<file path="config.mk">
export PLATFORM = sky130hd
export DESIGN_NAME = shmem_arb
export DESIGN_NICKNAME = d
export VERILOG_FILES = /design/src/rtl/shmem_arb.sv
export SDC_FILE = /design/constraint.sdc
export NUM_CORES = 1
export LEC_CHECK = 0
export BUFFER_PORTS_ARGS = -buffer_cell sky130_fd_sc_hd__buf_2
export CORE_ASPECT_RATIO = 1.1
export CORE_MARGIN = 4
export CORE_UTILIZATION = 25
export DETAILED_ROUTE_END_ITERATION = 6
export PLACE_DENSITY = 0.58
export SLEW_MARGIN = 40
export SYNTH_ARGS = -nofsm -noshare
export SYNTH_HDL_FRONTEND = slang
export SYNTH_SLANG_ARGS = --single-unit
</file>
<file path="constraint.sdc">
create_clock -name clk -period 3.1 [get_ports clk]
set_clock_uncertainty 0.2 [all_clocks]
set_input_delay 0.465 -clock clk [delete_from_list [all_inputs] [get_ports clk]]
set_output_delay 0.465 -clock clk [all_outputs]
set_load 0.02 [all_outputs]
</file>
<file path="src/rtl/shmem_arb.sv">
module shmem_arb #(
  parameter int AW  = 8,
  parameter int DW  = 16,
  parameter int WSW = 2
) (
  input  logic           clk,
  input  logic           rst_n,
  input  logic [WSW-1:0] cfg_ws_flash,
  input  logic [WSW-1:0] cfg_ws_sram,
  input  logic           h_rd,
  input  logic           h_wr,
  input  logic [AW-1:0]  h_addr,
  input  logic [DW-1:0]  h_wdata,
  input  logic [DW/8-1:0] h_be,
  output logic           h_wait,
  output logic [DW-1:0]  h_rdata,
  input  logic           p_req,
  input  logic           p_we,
  input  logic [AW-1:0]  p_addr,
  input  logic [DW-1:0]  p_wdata,
  input  logic [DW/8-1:0] p_be,
  output logic           p_ack,
  output logic [DW-1:0]  p_rdata,
  output logic           m_cs_flash,
  output logic           m_cs_sram,
  output logic           m_we,
  output logic [AW-1:0]  m_addr,
  output logic [DW-1:0]  m_wdata,
  output logic [DW/8-1:0] m_be,
  input  logic [DW-1:0]  m_rdata
);
  localparam int BW = DW / 8;

  typedef enum logic [1:0] {OWN_NONE, OWN_P, OWN_HW, OWN_HR} own_t;

  own_t           owner;
  logic [WSW-1:0] cnt;
  logic           last_host;
  logic           buf_full;
  logic [AW-1:0]  buf_addr;
  logic [DW-1:0]  buf_data;
  logic [BW-1:0]  buf_be;
  logic           rd_done;
  logic [DW-1:0]  rd_q;

  logic           busy, done, hr_pend, host_pend, wr_acc;
  logic           grant_p, grant_hw, grant_hr;
  logic [WSW-1:0] cur_ws;

  assign busy      = owner != OWN_NONE;
  assign m_addr    = (owner == OWN_P) ? p_addr : (owner == OWN_HW) ? buf_addr : h_addr;
  assign m_wdata   = (owner == OWN_HW) ? buf_data : p_wdata;
  assign m_be      = (owner == OWN_HW) ? buf_be : (owner == OWN_P) ? p_be : {BW{1'b1}};
  assign m_we      = (owner == OWN_HW) || (owner == OWN_P && p_we);
  assign m_cs_flash = busy && m_addr[AW-1];
  assign m_cs_sram  = busy && !m_addr[AW-1];
  assign cur_ws    = m_addr[AW-1] ? cfg_ws_flash : cfg_ws_sram;
  assign done      = busy && cnt == cur_ws;

  assign p_ack     = done && owner == OWN_P;
  assign p_rdata   = m_rdata;
  assign h_rdata   = rd_q;
  assign h_wait    = (h_rd && !rd_done) || (h_wr && buf_full);
  assign wr_acc    = h_wr && !buf_full;

  assign hr_pend   = h_rd && !rd_done;
  assign host_pend = buf_full || hr_pend;
  assign grant_p   = p_req && (last_host || !host_pend);
  assign grant_hw  = !grant_p && buf_full;
  assign grant_hr  = !grant_p && !buf_full && hr_pend;

  always_ff @(posedge clk or negedge rst_n) begin
    if (!rst_n) begin
      owner     <= OWN_NONE;
      cnt       <= '0;
      last_host <= 1'b0;
      buf_full  <= 1'b0;
      buf_addr  <= '0;
      buf_data  <= '0;
      buf_be    <= '0;
      rd_done   <= 1'b0;
      rd_q      <= '0;
    end else begin
      if (!busy) begin
        cnt <= '0;
        if (grant_p)       owner <= OWN_P;
        else if (grant_hw) owner <= OWN_HW;
        else if (grant_hr) owner <= OWN_HR;
      end else if (done) begin
        owner     <= OWN_NONE;
        last_host <= owner != OWN_P;
        if (owner == OWN_HW) buf_full <= 1'b0;
        if (owner == OWN_HR) begin
          rd_done <= 1'b1;
          rd_q    <= m_rdata;
        end
      end else begin
        cnt <= cnt + 1'b1;
      end
      if (wr_acc) begin
        buf_full <= 1'b1;
        buf_addr <= h_addr;
        buf_data <= h_wdata;
        buf_be   <= h_be;
      end
      if (h_rd && rd_done) rd_done <= 1'b0;
    end
  end

  AST_CNT_LIMIT: assert property (@(posedge clk) disable iff (!rst_n)
    busy |-> cnt <= cur_ws);

  AST_WR_POSTED: assert property (@(posedge clk) disable iff (!rst_n)
    h_wr && !h_wait |=> buf_full);

  AST_POST_KEEP: assert property (@(posedge clk) disable iff (!rst_n)
    buf_full && !(done && owner == OWN_HW) |=> buf_full && $stable(buf_data) && $stable(buf_addr));

  AST_HR_AFTER_HW: assert property (@(posedge clk) disable iff (!rst_n)
    !busy && buf_full |=> owner != OWN_HR);

  AST_ALT_PROC: assert property (@(posedge clk) disable iff (!rst_n)
    !busy && last_host && p_req |=> owner == OWN_P);

  AST_RD_RELEASE: assert property (@(posedge clk) disable iff (!rst_n)
    h_rd && !h_wr && $past(h_rd) && $fell(h_wait) |-> $past(owner == OWN_HR));

  AST_ACK_PULSE: assert property (@(posedge clk) disable iff (!rst_n)
    p_ack |=> !p_ack);
endmodule

</file>
==> results of run 1 <==
[flip-flops by register name (all words and copies together), names as in the netlist, 2 cells and up]
name,cells
owner,2
cnt,2
buf_addr,8
h_rdata,16
buf_be,2
buf_data,16
[routing by layer]
layer / vias up / global-route usage [%]
met5: - / 0
met4: 0 / 3.94
met3: 9 / 2.31
met2: 65 / 19.3
met1: 1021 / 12.6
li1: 1062 / -
[per-stage QoR]
| step | area [µm²] | hold slack (ns) | power (mW) |
|---|---|---|---|
| 3_3_place_gp | 3320 | 0.273 | 3.30 |
| 5_1_grt | 3410 | 0.183 | 3.95 |
| 4_1_cts | 3410 | 0.183 | 3.72 |
| 3_5_place_dp | 3320 | 0.275 | 3.34 |
| 2_1_floorplan | 2580 | -0.0306 | 2.67 |
| 6_report | 3410 | 0.198 | 3.65 |
[critical path: stages (launching register included)]
cell and delay (ns):
sky130_fd_sc_hd__dfrtp_2 0.48, sky130_fd_sc_hd__mux2i_1 0.17, sky130_fd_sc_hd__mux2i_4 0.24, sky130_fd_sc_hd__mux2i_1 0.39
sky130_fd_sc_hd__xor2_1 0.23, sky130_fd_sc_hd__nand2_1 0.13, sky130_fd_sc_hd__nor2_1 0.13, sky130_fd_sc_hd__buf_2 0.18
[cells by family (layout without fill, tap and decap cells)]
family,count (synthesis),in the layout
AOI/OAI and AO/OA,27,27
muxes,55,55
xor gates and xnor gates,4,4
and+or+nand+nor,77,77
buffers and inverters,31,159
DFF,49,49
[final cells by class]
| type | count | area [µm²] |
|---|---|---|
| fill | 1035 | 6570 |
| timing repair buffer | 149 | 771 |
| tap | 120 | 150 |
| sequential | 49 | 1230 |
| inverter | 2 | 7.51 |
| clock buffer | 8 | 80.1 |
| multi-input combinational | 163 | 1180 |
[repair_timing]
item,CTS,global route
resized for setup,0,2
setup endpoints to repair,0,1
hold buffers,1,0
hold endpoints to repair,22,0
[cells in the final DEF, fill, tap and decap left out]
cell type,synthesis,routed
sky130_fd_sc_hd__dfrtp_1,49,48
sky130_fd_sc_hd__inv_1,2,2
sky130_fd_sc_hd__nand2_1,54,54
sky130_fd_sc_hd__a32o_1,1,1
sky130_fd_sc_hd__xnor2_1,2,2
sky130_fd_sc_hd__nor2b_1,10,9
sky130_fd_sc_hd__buf_2,0,140
sky130_fd_sc_hd__nor2_1,5,5
sky130_fd_sc_hd__a31oi_1,1,1
sky130_fd_sc_hd__o31ai_1,1,1
sky130_fd_sc_hd__clkbuf_8,0,5
sky130_fd_sc_hd__mux2_2,42,42
sky130_fd_sc_hd__dfrtp_2,0,1
sky130_fd_sc_hd__mux2i_1,12,11
sky130_fd_sc_hd__nand2b_1,4,4
sky130_fd_sc_hd__dlygate4sd3_1,0,1
sky130_fd_sc_hd__mux2i_4,1,1
sky130_fd_sc_hd__o22a_1,2,2
sky130_fd_sc_hd__a211oi_1,8,8
sky130_fd_sc_hd__a21oi_1,7,7
sky130_fd_sc_hd__or2_2,1,1
sky130_fd_sc_hd__o21ai_0,5,5
sky130_fd_sc_hd__clkbuf_1,10,3
sky130_fd_sc_hd__and2_1,1,1
sky130_fd_sc_hd__mux2i_2,0,1
sky130_fd_sc_hd__nand3_1,1,1
sky130_fd_sc_hd__buf_4,16,8
sky130_fd_sc_hd__nor3_4,1,1
sky130_fd_sc_hd__nor2b_2,0,1
sky130_fd_sc_hd__xor2_1,2,2
sky130_fd_sc_hd__a22o_1,2,2
[final timing paths]
path	from	end	slack, ns	depth (start not counted)
worst max-delay path	owner[0]$_DFFE_PN0P_	p_ack	0.19	7
worst min-delay path	h_wdata[5]	buf_data[5]$_DFFE_PN0P_	0.20	2
worst max register to register	owner[0]$_DFFE_PN0P_	h_rdata[0]$_DFFE_PN0P_	0.51	7
worst min register to register	rd_done$_DFFE_PN0P_	rd_done$_DFFE_PN0P_	0.29	1
max in group asynchronous	rst_n	owner[0]$_DFFE_PN0P_	1.44	3
min in group asynchronous	rst_n	buf_addr[6]$_DFFE_PN0P_	0.49	2
[power by group through the flow]
stage | registers (mW) | logic, mW | clock network [mW]
after detailed placement | 1.17 | 2.16 | 0
after floorplan | 1.26 | 1.41 | 0
final | 1.16 | 2.14 | 0.359
after global placement | 1.16 | 2.14 | 0
after global routing | 1.20 | 2.34 | 0.405
after CTS | 1.16 | 2.17 | 0.387
==> out/qor.yml, run 1 <==
worst_setup_hold_path_clk_slew_ns: 0.08
timing.critical_path.fanout_max: 9
drtIter0Drc: 39
cts_tree: "yes"
number_of_i_o_port_buffers: 140
combinational_family_with_the_most_area_after_synthesis: "multiplexers"
post_synth.cell_area_avg_um2: 10.6
hold_viol_final: 0
detail-route-antenna-nets: 0
clock_sinks: 49
area_growth_pct: 32.2
rsz_0062_raised_after_global_routing: "no"
p_int_mw: 2.03
cts_buffers: 5
clk_pwr_share_pct: 9.8
via_count_of_the_first_global_routing_pass: 2195
route.met2.wl_um: 3410
hp-class: "input pin to flop"
synth.cell_area_um2: 2580
post-synth-top-count-cell: "sky130_fd_sc_hd__nand2_1"
wl_per_cell_um: 13.3
power_frac_seq_pct: 31.7
netlist.top_cell.by_area: "sky130_fd_sc_hd__dfrtp_1"
leak_pwr_nw: 1.74
synth_compound_gate_area_share_pct: 6.93
gp_routability_congestion: 0.778
drt-total-wl_um: 6530
kind_of_start_point_of_the_critical_path: "flop"
total_routing_usage_reported_by_global_routing_pct: 10.8
finalCriticalPeriod_ns: 2.91
placementRows: 38
synth.net_count: 321
die_x_um: 105
timing.critical_path.arrival_ns: 2.25
placed_cells_incl_taps: 482
drive_gt1_share_pct: 54.2
drt_drc_violations_left: 0
detailroute.wirelength.met3_um: 338
synth-edff-count: 0
via_per_instance_ratio: 4.39
run_status: "complete, no violations"
cts_root_buf: "sky130_fd_sc_hd__clkbuf_8"
maxClockFrequency_ghz: 0.344
wl_met1_um: 2680
synth-adder-area-share_pct: 0
async_reset_ff_share_pct: 100
cp_data_required_time_ns: 2.43
tns_ns: 0
synth_mux_area_share_pct: 23.8
setup-violations-final: 0
peakVddDrop_mv: 0.337
yosys_register_bits: 49
core_region_area_um2: 9980
synthDistinctLibCells: 27
floorplan.initialDensity_pct: 25.9
highest_layer: "met4"
p_comb_share_pct: 58.5
power.density_cell_area_nw_per_um2: 1070
largest_net_degree_at_the_start_of_global_routing: 28
slew_headroom_pct: 64.4
power_switching_mw: 1.62
detailedPlacementHpwl_um: 5090
design.portCount: 141
place_ws_ns: 0.487
drt_first_pass_iters: 4
syn_inst: 243
switching_share_pct: 44.4
final_max_tran_viols: 0
postLayoutCoreUtil_pct: 34.2
antenna_cells: 0
post_synth_xor_area_fraction_pct: 1.36
critPathCaptureType: "output port"
grt_first_pass_wirelength_um: 10500
finalCritPeriodShare_pct: 93.9
criticalPathCategory: "flop to output port"
synth_sequential_area_ratio_pct: 47.5
fin_cells: 491
worst_slack_ns: 0.190
cts_post_setup_buffers_inserted: 0
overflow: 0
netlist_top_cells_area: "sky130_fd_sc_hd__dfrtp_1, sky130_fd_sc_hd__mux2_2, sky130_fd_sc_hd__nand2_1"
synth_warnings: 0
num-nets-final: 448
dieArea_um2: 12000
yosysTopAreaCellShare_pct: 47.5
die_h_um: 115
antenna_found_initial: 0
max-clock-path-buffers: 2
max_cap_viol_count: 0
htree_num_levels: 2
dr_total_vias: 2157
clkLatencyLatePin_ns: 0.29
synth_common_cells: "sky130_fd_sc_hd__nand2_1, sky130_fd_sc_hd__dfrtp_1, sky130_fd_sc_hd__mux2_2"
worstMarginPinSlew_ns: 0.534
post_synth_and_or_nand_nor_area_fraction_pct: 13.3
synth_top_flop_cell: "sky130_fd_sc_hd__dfrtp_1"
No activity file was read; power rests on OpenSTA's default activity.
==> run 2: changes to the inputs <==
--- a/config.mk
+++ b/config.mk
@@ -5,12 +5,13 @@
 export SDC_FILE = /design/constraint.sdc
 export NUM_CORES = 1
 export LEC_CHECK = 0
+export ABC_AREA = 1
 export BUFFER_PORTS_ARGS = -buffer_cell sky130_fd_sc_hd__buf_2
 export CORE_ASPECT_RATIO = 1.1
 export CORE_MARGIN = 4
 export CORE_UTILIZATION = 25
 export DETAILED_ROUTE_END_ITERATION = 6
-export PLACE_DENSITY = 0.58
+export PLACE_DENSITY = 0.57
 export SLEW_MARGIN = 40
 export SYNTH_ARGS = -nofsm -noshare
 export SYNTH_HDL_FRONTEND = slang
==> run 2 against run 1 <==
Effect of this change: design area rose by 4.8%; final cell count rose by 18%; register-to-register slack improved by 0.11 ns; critical path depth rose by 2; clock power rose by 57%; synthesized cell count rose by 28%; clock-buffer cell count fell by 1; largest cell class unchanged; largest power group unchanged.
==> out/qor.yml, run 2 <==
drt_first_pass_iters: 4  # unchanged
netlist_top_cells_area: "sky130_fd_sc_hd__dfrtp_1, sky130_fd_sc_hd__nand2_1, sky130_fd_sc_hd__mux2_2"  # was sky130_fd_sc_hd__dfrtp_1, sky130_fd_sc_hd__mux2_2, sky130_fd_sc_hd__nand2_1
hp-class: "input pin to async pin"  # was input pin to flop
final.fill_count: 1122  # was 1035
dr_total_vias: 2361  # was 2157
floorplan.initialDensity_pct: 25.8  # was 25.9%
synthDistinctLibCells: 23  # was 27
design.portCount: 141  # unchanged
synth_warnings: 0  # unchanged
die_h_um: 117  # was 115 µm
max-clock-path-buffers: 2  # unchanged
drt_drc_violations_left: 0  # unchanged
detailedPlacementHpwl_um: 5280  # was 5090 µm
criticalPathCategory: "flop to output port"  # unchanged
cts_root_buf: "sky130_fd_sc_hd__clkbuf_16"  # was sky130_fd_sc_hd__clkbuf_8
clock_sinks: 49  # unchanged
synth_sequential_area_ratio_pct: 45.3  # was 47.5%
worst_slack_ns: 0.227  # was 0.190 ns
largest_net_degree_at_the_start_of_global_routing: 34  # was 28
post_cts_resized: 0  # unchanged
maxClockFrequency_ghz: 0.348  # was 0.344 GHz
max_cap_viol_count: 0  # unchanged
place_ws_ns: 0.494  # was 0.487 ns
placementRows: 39  # was 38
top_library_cells_by_usage_in_the_layout_fill_and_taps_aside: "sky130_fd_sc_hd__buf_2, sky130_fd_sc_hd__nand2_1, sky130_fd_sc_hd__dfrtp_1, sky130_fd_sc_hd__inv_1, sky130_fd_sc_hd__mux2_2"  # was sky130_fd_sc_hd__buf_2, sky130_fd_sc_hd__nand2_1, sky130_fd_sc_hd__dfrtp_1, sky130_fd_sc_hd__mux2_2, sky130_fd_sc_hd__mux2i_1
worstMarginPinSlew_ns: 0.702  # was 0.534 ns
syn_inst: 310  # was 243
drt-total-wl_um: 6750  # was 6530 µm
synth.net_count: 388  # was 321
synth_common_cells: "sky130_fd_sc_hd__nand2_1, sky130_fd_sc_hd__dfrtp_1, sky130_fd_sc_hd__inv_1"  # was sky130_fd_sc_hd__nand2_1, sky130_fd_sc_hd__dfrtp_1, sky130_fd_sc_hd__mux2_2
synth_top_flop_cell: "sky130_fd_sc_hd__dfrtp_1"  # unchanged
run_status: "complete, no violations"  # unchanged
dieArea_um2: 12600  # was 12000 µm²
synth-edff-count: 0  # unchanged
cp_data_required_time_ns: 2.43  # about the same
num-nets-final: 511  # was 448
drive_gt1_share_pct: 50.2  # was 54.2%
postLayoutCoreUtil_pct: 34.1  # was 34.2%
overflow: 0  # unchanged
final_common_cell: "sky130_fd_sc_hd__buf_2"  # unchanged
slew_headroom_pct: 53.2  # was 64.4%
critPathCaptureType: "output port"  # unchanged
post_synth.cell_area_avg_um2: 8.74  # was 10.6 µm²
peakVddDrop_mv: 0.326  # was 0.337 mV
cts_post_setup_buffers_inserted: 0  # unchanged
cts_tree: "yes"  # unchanged
post-layout-total-power_mw: 3.70  # was 3.65 mW
area_growth_pct: 32.1  # was 32.2%
power.density_cell_area_nw_per_um2: 1030  # was 1070 nW/µm²
netlist.top_cell.by_area: "sky130_fd_sc_hd__dfrtp_1"  # unchanged
async_reset_ff_share_pct: 100  # unchanged
core_region_area_um2: 10500  # was 9980 µm²
tns_ns: 0  # unchanged
kind_of_start_point_of_the_critical_path: "flop"  # unchanged
final_max_tran_viols: 0  # unchanged
post-synth-top-count-cell: "sky130_fd_sc_hd__nand2_1"  # unchanged
timing.critical_path.arrival_ns: 2.21  # was 2.25 ns
finalCritPeriodShare_pct: 92.7  # was 93.9%
via_count_of_the_first_global_routing_pass: 2288  # was 2195
leak_pwr_nw: 1.99  # was 1.74 nW
number_of_i_o_port_buffers: 140  # unchanged
antenna_cells: 0  # unchanged
antenna_found_initial: 0  # unchanged
timing.critical_path.fanout_max: 21  # was 9
grt_first_pass_wirelength_um: 10800  # was 10500 µm
yosys_register_bits: 49  # unchanged
die_x_um: 107  # was 105 µm
finalCriticalPeriod_ns: 2.87  # was 2.91 ns
cts_buffers: 5  # unchanged
yosysTopAreaCellShare_pct: 45.3  # was 47.5%
drtIter0Drc: 56  # was 39
setup-violations-final: 0  # unchanged
total_routing_usage_reported_by_global_routing_pct: 10.6  # was 10.8%
via_per_instance_ratio: 4.09  # was 4.39
htree_num_levels: 2  # unchanged
gp_routability_congestion: 0.791  # was 0.778
detail-route-antenna-nets: 0  # unchanged
wl_per_cell_um: 11.7  # was 13.3 µm
rsz_0062_raised_after_global_routing: "no"  # unchanged
worst_setup_hold_path_clk_slew_ns: 0.06  # was 0.08 ns
hold_viol_final: 0  # unchanged
postCtsHoldBufs: 0  # was 1
synth.cell_area_um2: 2710  # was 2580 µm²
clkLatencyLatePin_ns: 0.28  # was 0.29 ns
==> run 2: cell count changes after synthesis, sizes merged, moves of 13 or more <==
cell   delta
inv      +36
mux2     -17
mux2i    -13
nand2    +49
nand3    +18
o21ai    +16
==> run 2: path summary, 6_finish.rpt <==
path                                        start                       to  slack (ns)  depth (start not counted)
min                                         rst_n  buf_data[8]$_DFFE_PN0P_        0.03                          1
max in group asynchronous                   rst_n  buf_data[4]$_DFFE_PN0P_        1.92                          2
min in group clk                       h_wdata[0]  buf_data[0]$_DFFE_PN0P_        0.21                          2
min reg2reg                h_rdata[4]$_DFFE_PN0P_   h_rdata[4]$_DFFE_PN0P_        0.28                          2
max                          owner[1]$_DFFE_PN0P_                    p_ack        0.23                          9
max reg2reg                  owner[1]$_DFFE_PN0P_   h_rdata[0]$_DFFE_PN0P_        0.62                          9
==> run 2: area by class of cell <==
| type | instances | area, µm² | area share (%) |
|---|---|---|---|
| Clock buffer | 7 | 153 | 4.27 |
| Clock inverter | 1 | 5.00 | 0.140 |
| Inverter | 38 | 143 | 3.99 |
| Multi-Input combinational cell | 195 | 1140 | 31.9 |
| Sequential cell | 49 | 1230 | 34.3 |
| Tap cell | 143 | 179 | 5.00 |
| Timing Repair Buffer | 144 | 731 | 20.4 |
==> run 2: where the power goes <==
group | switching (mW) | internal [mW]
Sequential | 0.177 | 0.949
Combinational | 1.26 | 0.748
Clock | 0.223 | 0.342
==> run 2: logic make-up (layout without fill, tap and decap cells) <==
group / after synthesis / after routing / share of synthesized area (%)
flip-flops: 49 / 49 / 45.3
multiplexers: 25 / 25 / 10.4
AO/OA/AOI/OAI: 34 / 34 / 9.10
XOR/XNOR: 1 / 1 / 0.323
AND/OR/NAND/NOR: 135 / 135 / 22.3
buffers and inverters: 66 / 190 / 12.7
==> run 2: metal layers <==
metal  routed length, µm  vias to the layer above  GRT usage [%]
li1                    -                     1209              -
met1                2910                     1076           13.4
met2                3390                       72           18.6
met3                 410                        4           2.58
met4                  41                        0           2.30
met5                   0                        -              0
==> run 2: critical path, cell delays in order, from the launching register on <==
cell                      delay, ns
sky130_fd_sc_hd__dfrtp_1       0.45
sky130_fd_sc_hd__inv_2         0.08
sky130_fd_sc_hd__nand2_2       0.25
sky130_fd_sc_hd__or2_4         0.36
sky130_fd_sc_hd__nand3_1       0.11
sky130_fd_sc_hd__nand3_2       0.09
sky130_fd_sc_hd__nand2_2       0.10
sky130_fd_sc_hd__nand2_1       0.14
sky130_fd_sc_hd__nor2_1        0.15
sky130_fd_sc_hd__buf_2         0.20
==> run 2: stage by stage <==
step                      std cells  hold slack (ns)  instance area [µm²]
after CTS                       577           0.0619                 3580
after global routing            577           0.0860                 3580
after detailed placement        569            0.273                 3420
final                           577           0.0268                 3580
after global placement          569            0.266                 3420
after floorplan                 310          -0.0306                 2710
==> run 3: changes to the inputs <==
--- a/config.mk
+++ b/config.mk
@@ -11,6 +11,7 @@
 export CORE_MARGIN = 4
 export CORE_UTILIZATION = 25
 export DETAILED_ROUTE_END_ITERATION = 6
+export GPL_TIMING_DRIVEN = 0
 export PLACE_DENSITY = 0.57
 export SLEW_MARGIN = 40
 export SYNTH_ARGS = -nofsm -noshare
==> run 3 against run 2 <==
Effect of this change: critical path depth down 1; critical path type unchanged; flip-flop and latch count unchanged; worst hold slack lost 0.023 ns; global-route usage increased by 0.49 points; worst setup slack better by 0.24 ns; sequential share of layout area is 1.6 points lower; largest cell class unchanged; critical endpoint is now m_wdata[6]; largest power group unchanged; power increased by 2.0%; core utilization increased by 1.6 points.
==> out/qor.yml, run 3 (synthesis gave the netlist of run 2 again) <==
run_status: "complete, no violations"  # unchanged
design.portCount: 141  # unchanged
drt_first_pass_iters: 4  # unchanged
overflow: 0  # unchanged
htree_num_levels: 2  # unchanged
clkLatencyLatePin_ns: 0.28  # about the same
area_growth_pct: 38.4  # was 32.1%
largest_net_degree_at_the_start_of_global_routing: 50  # was 34
floorplan.initialDensity_pct: 25.8  # unchanged
wl_per_cell_um: 11.7  # about the same
setup-violations-final: 0  # unchanged
dieArea_um2: 12600  # unchanged
grt_first_pass_wirelength_um: 11100  # was 10800 µm
cts_root_buf: "sky130_fd_sc_hd__clkbuf_16"  # unchanged
drt-total-wl_um: 7060  # was 6750 µm
power_switching_mw: 1.69  # was 1.66 mW
kind_of_start_point_of_the_critical_path: "flop"  # unchanged
top_library_cells_by_usage_in_the_layout_fill_and_taps_aside: "sky130_fd_sc_hd__buf_2, sky130_fd_sc_hd__nand2_1, sky130_fd_sc_hd__dfrtp_1, sky130_fd_sc_hd__inv_1, sky130_fd_sc_hd__mux2_2"  # unchanged
antenna_cells: 0  # unchanged
number_of_i_o_port_buffers: 140  # unchanged
slew_headroom_pct: 58.2  # was 53.2%
placementRows: 39  # unchanged
worst_slack_ns: 0.467  # was 0.227 ns
critPathCaptureType: "output port"  # unchanged
via_per_instance_ratio: 4.10  # was 4.09
hold_viol_final: 0  # unchanged
drive_gt1_share_pct: 51.7  # was 50.2%
timing.critical_path.fanout_max: 10  # was 21
switching_share_pct: 44.8  # was 44.9%
cts_tree: "yes"  # unchanged
power_frac_seq_pct: 29.9  # was 30.4%
drt_drc_violations_left: 0  # unchanged
final_max_tran_viols: 0  # unchanged
max-clock-path-buffers: 2  # unchanged
hp-class: "input pin to async pin"  # unchanged
cts_buffers: 5  # unchanged
total_routing_usage_reported_by_global_routing_pct: 11.1  # was 10.6%
timing.hold.ws_ns: 0.00383  # was 0.0268 ns
clock_sinks: 49  # unchanged
tns_ns: 0  # unchanged
finalCritPeriodShare_pct: 84.9  # was 92.7%
p_int_mw: 2.08  # was 2.04 mW
die_x_um: 107  # unchanged
antenna_found_initial: 0  # unchanged
post-layout-total-power_mw: 3.77  # was 3.70 mW
maxClockFrequency_ghz: 0.380  # was 0.348 GHz
clk_pwr_share_pct: 15.1  # was 15.2%
detailedPlacementHpwl_um: 5660  # was 5280 µm
postCtsHoldBufs: 0  # unchanged
dr_total_vias: 2463  # was 2361
drtIter0Drc: 68  # was 56
cts_post_setup_buffers_inserted: 0  # unchanged
gp_routability_congestion: 0.729  # was 0.791
worst_setup_hold_path_clk_slew_ns: 0.06  # about the same
final_common_cell: "sky130_fd_sc_hd__buf_2"  # unchanged
leak_pwr_nw: 2.09  # was 1.99 nW
num-nets-final: 535  # was 511
detail-route-antenna-nets: 0  # unchanged
worstMarginPinSlew_ns: 0.627  # was 0.702 ns
p_comb_share_pct: 55.0  # was 54.3%
place_ws_ns: 0.738  # was 0.494 ns
via_count_of_the_first_global_routing_pass: 2403  # was 2288
max_cap_viol_count: 0  # unchanged
peakVddDrop_mv: 0.325  # was 0.326 mV
core_region_area_um2: 10500  # unchanged
finalCriticalPeriod_ns: 2.63  # was 2.87 ns
power.density_cell_area_nw_per_um2: 1010  # was 1030 nW/µm²
post_cts_resized: 0  # unchanged
criticalPathCategory: "flop to output port"  # unchanged
cp_data_required_time_ns: 2.43  # about the same
die_h_um: 117  # unchanged
postLayoutCoreUtil_pct: 35.7  # was 34.1%
timing.critical_path.arrival_ns: 1.97  # was 2.21 ns
rsz_0062_raised_after_global_routing: "no"  # unchanged
-- run 3: cell count changes in the layout (fill, tap and decap cells not counted) --
cell,previous run,this run
sky130_fd_sc_hd__buf_1,0,2
sky130_fd_sc_hd__buf_4,4,17
sky130_fd_sc_hd__nand2_1,84,85
sky130_fd_sc_hd__buf_6,0,4
sky130_fd_sc_hd__clkbuf_1,0,2
sky130_fd_sc_hd__nand2_2,19,18
sky130_fd_sc_hd__buf_2,140,143
-- run 3: power groups by stage --
stage | logic, mW | clock network, mW | registers [mW]
detailed placement | 2.12 | 0 | 1.14
global route | 2.30 | 0.618 | 1.17
floorplan | 1.38 | 0 | 1.22
global placement | 2.09 | 0 | 1.13
finish | 2.08 | 0.569 | 1.13
CTS | 2.13 | 0.593 | 1.13
-- run 3: cell type report --
type	instances	area [µm²]
inverters	38	143
repair buffers	140	703
clock buffers	7	153
fillers	1144	6740
multi-input cells	195	1140
flip-flops and latches	49	1230
plain buffers	28	200
clock inverters	1	5.00
well taps	143	179
-- run 3: routing by layer --
metal | part of all wire, % | global-route usage [%] | wire length, µm
met1 | 42 | 13.9 | 2960
met2 | 51 | 19.4 | 3590
met3 | 6.1 | 2.36 | 434
met4 | 1.2 | 3.07 | 82
met5 | 0 | 0 | 0
-- run 3: worst max-delay path: stages, from the launching register on --
cell,delay (ns)
sky130_fd_sc_hd__dfrtp_1,0.41
sky130_fd_sc_hd__inv_1,0.14
sky130_fd_sc_hd__nand2_1,0.10
sky130_fd_sc_hd__buf_2,0.21
sky130_fd_sc_hd__inv_1,0.14
sky130_fd_sc_hd__clkbuf_1,0.36
sky130_fd_sc_hd__nand2_1,0.11
sky130_fd_sc_hd__nand2_1,0.07
sky130_fd_sc_hd__buf_2,0.15
-- run 3: worst paths after layout --
check,from,end,slack [ns],cells past startpoint
setup / recovery,owner[0]$_DFFE_PN0P_,m_wdata[6],0.47,8
hold / removal,rst_n,buf_addr[6]$_DFFE_PN0P_,0.004,1
setup reg to reg,owner[0]$_DFFE_PN0P_,h_rdata[6]$_DFFE_PN0P_,1.20,12
hold reg to reg,h_rdata[7]$_DFFE_PN0P_,h_rdata[7]$_DFFE_PN0P_,0.29,2
max in group asynchronous,rst_n,h_rdata[11]$_DFFE_PN0P_,2.28,1
min in group clk,h_wdata[13],buf_data[13]$_DFFE_PN0P_,0.21,2
-- run 3: metrics by stage --
stage / instances / instance area [µm²]
final: 601 / 3750
after global routing: 601 / 3750
after CTS: 601 / 3750
after detailed placement: 593 / 3590
after global placement: 593 / 3590
after floorplan: 310 / 2710
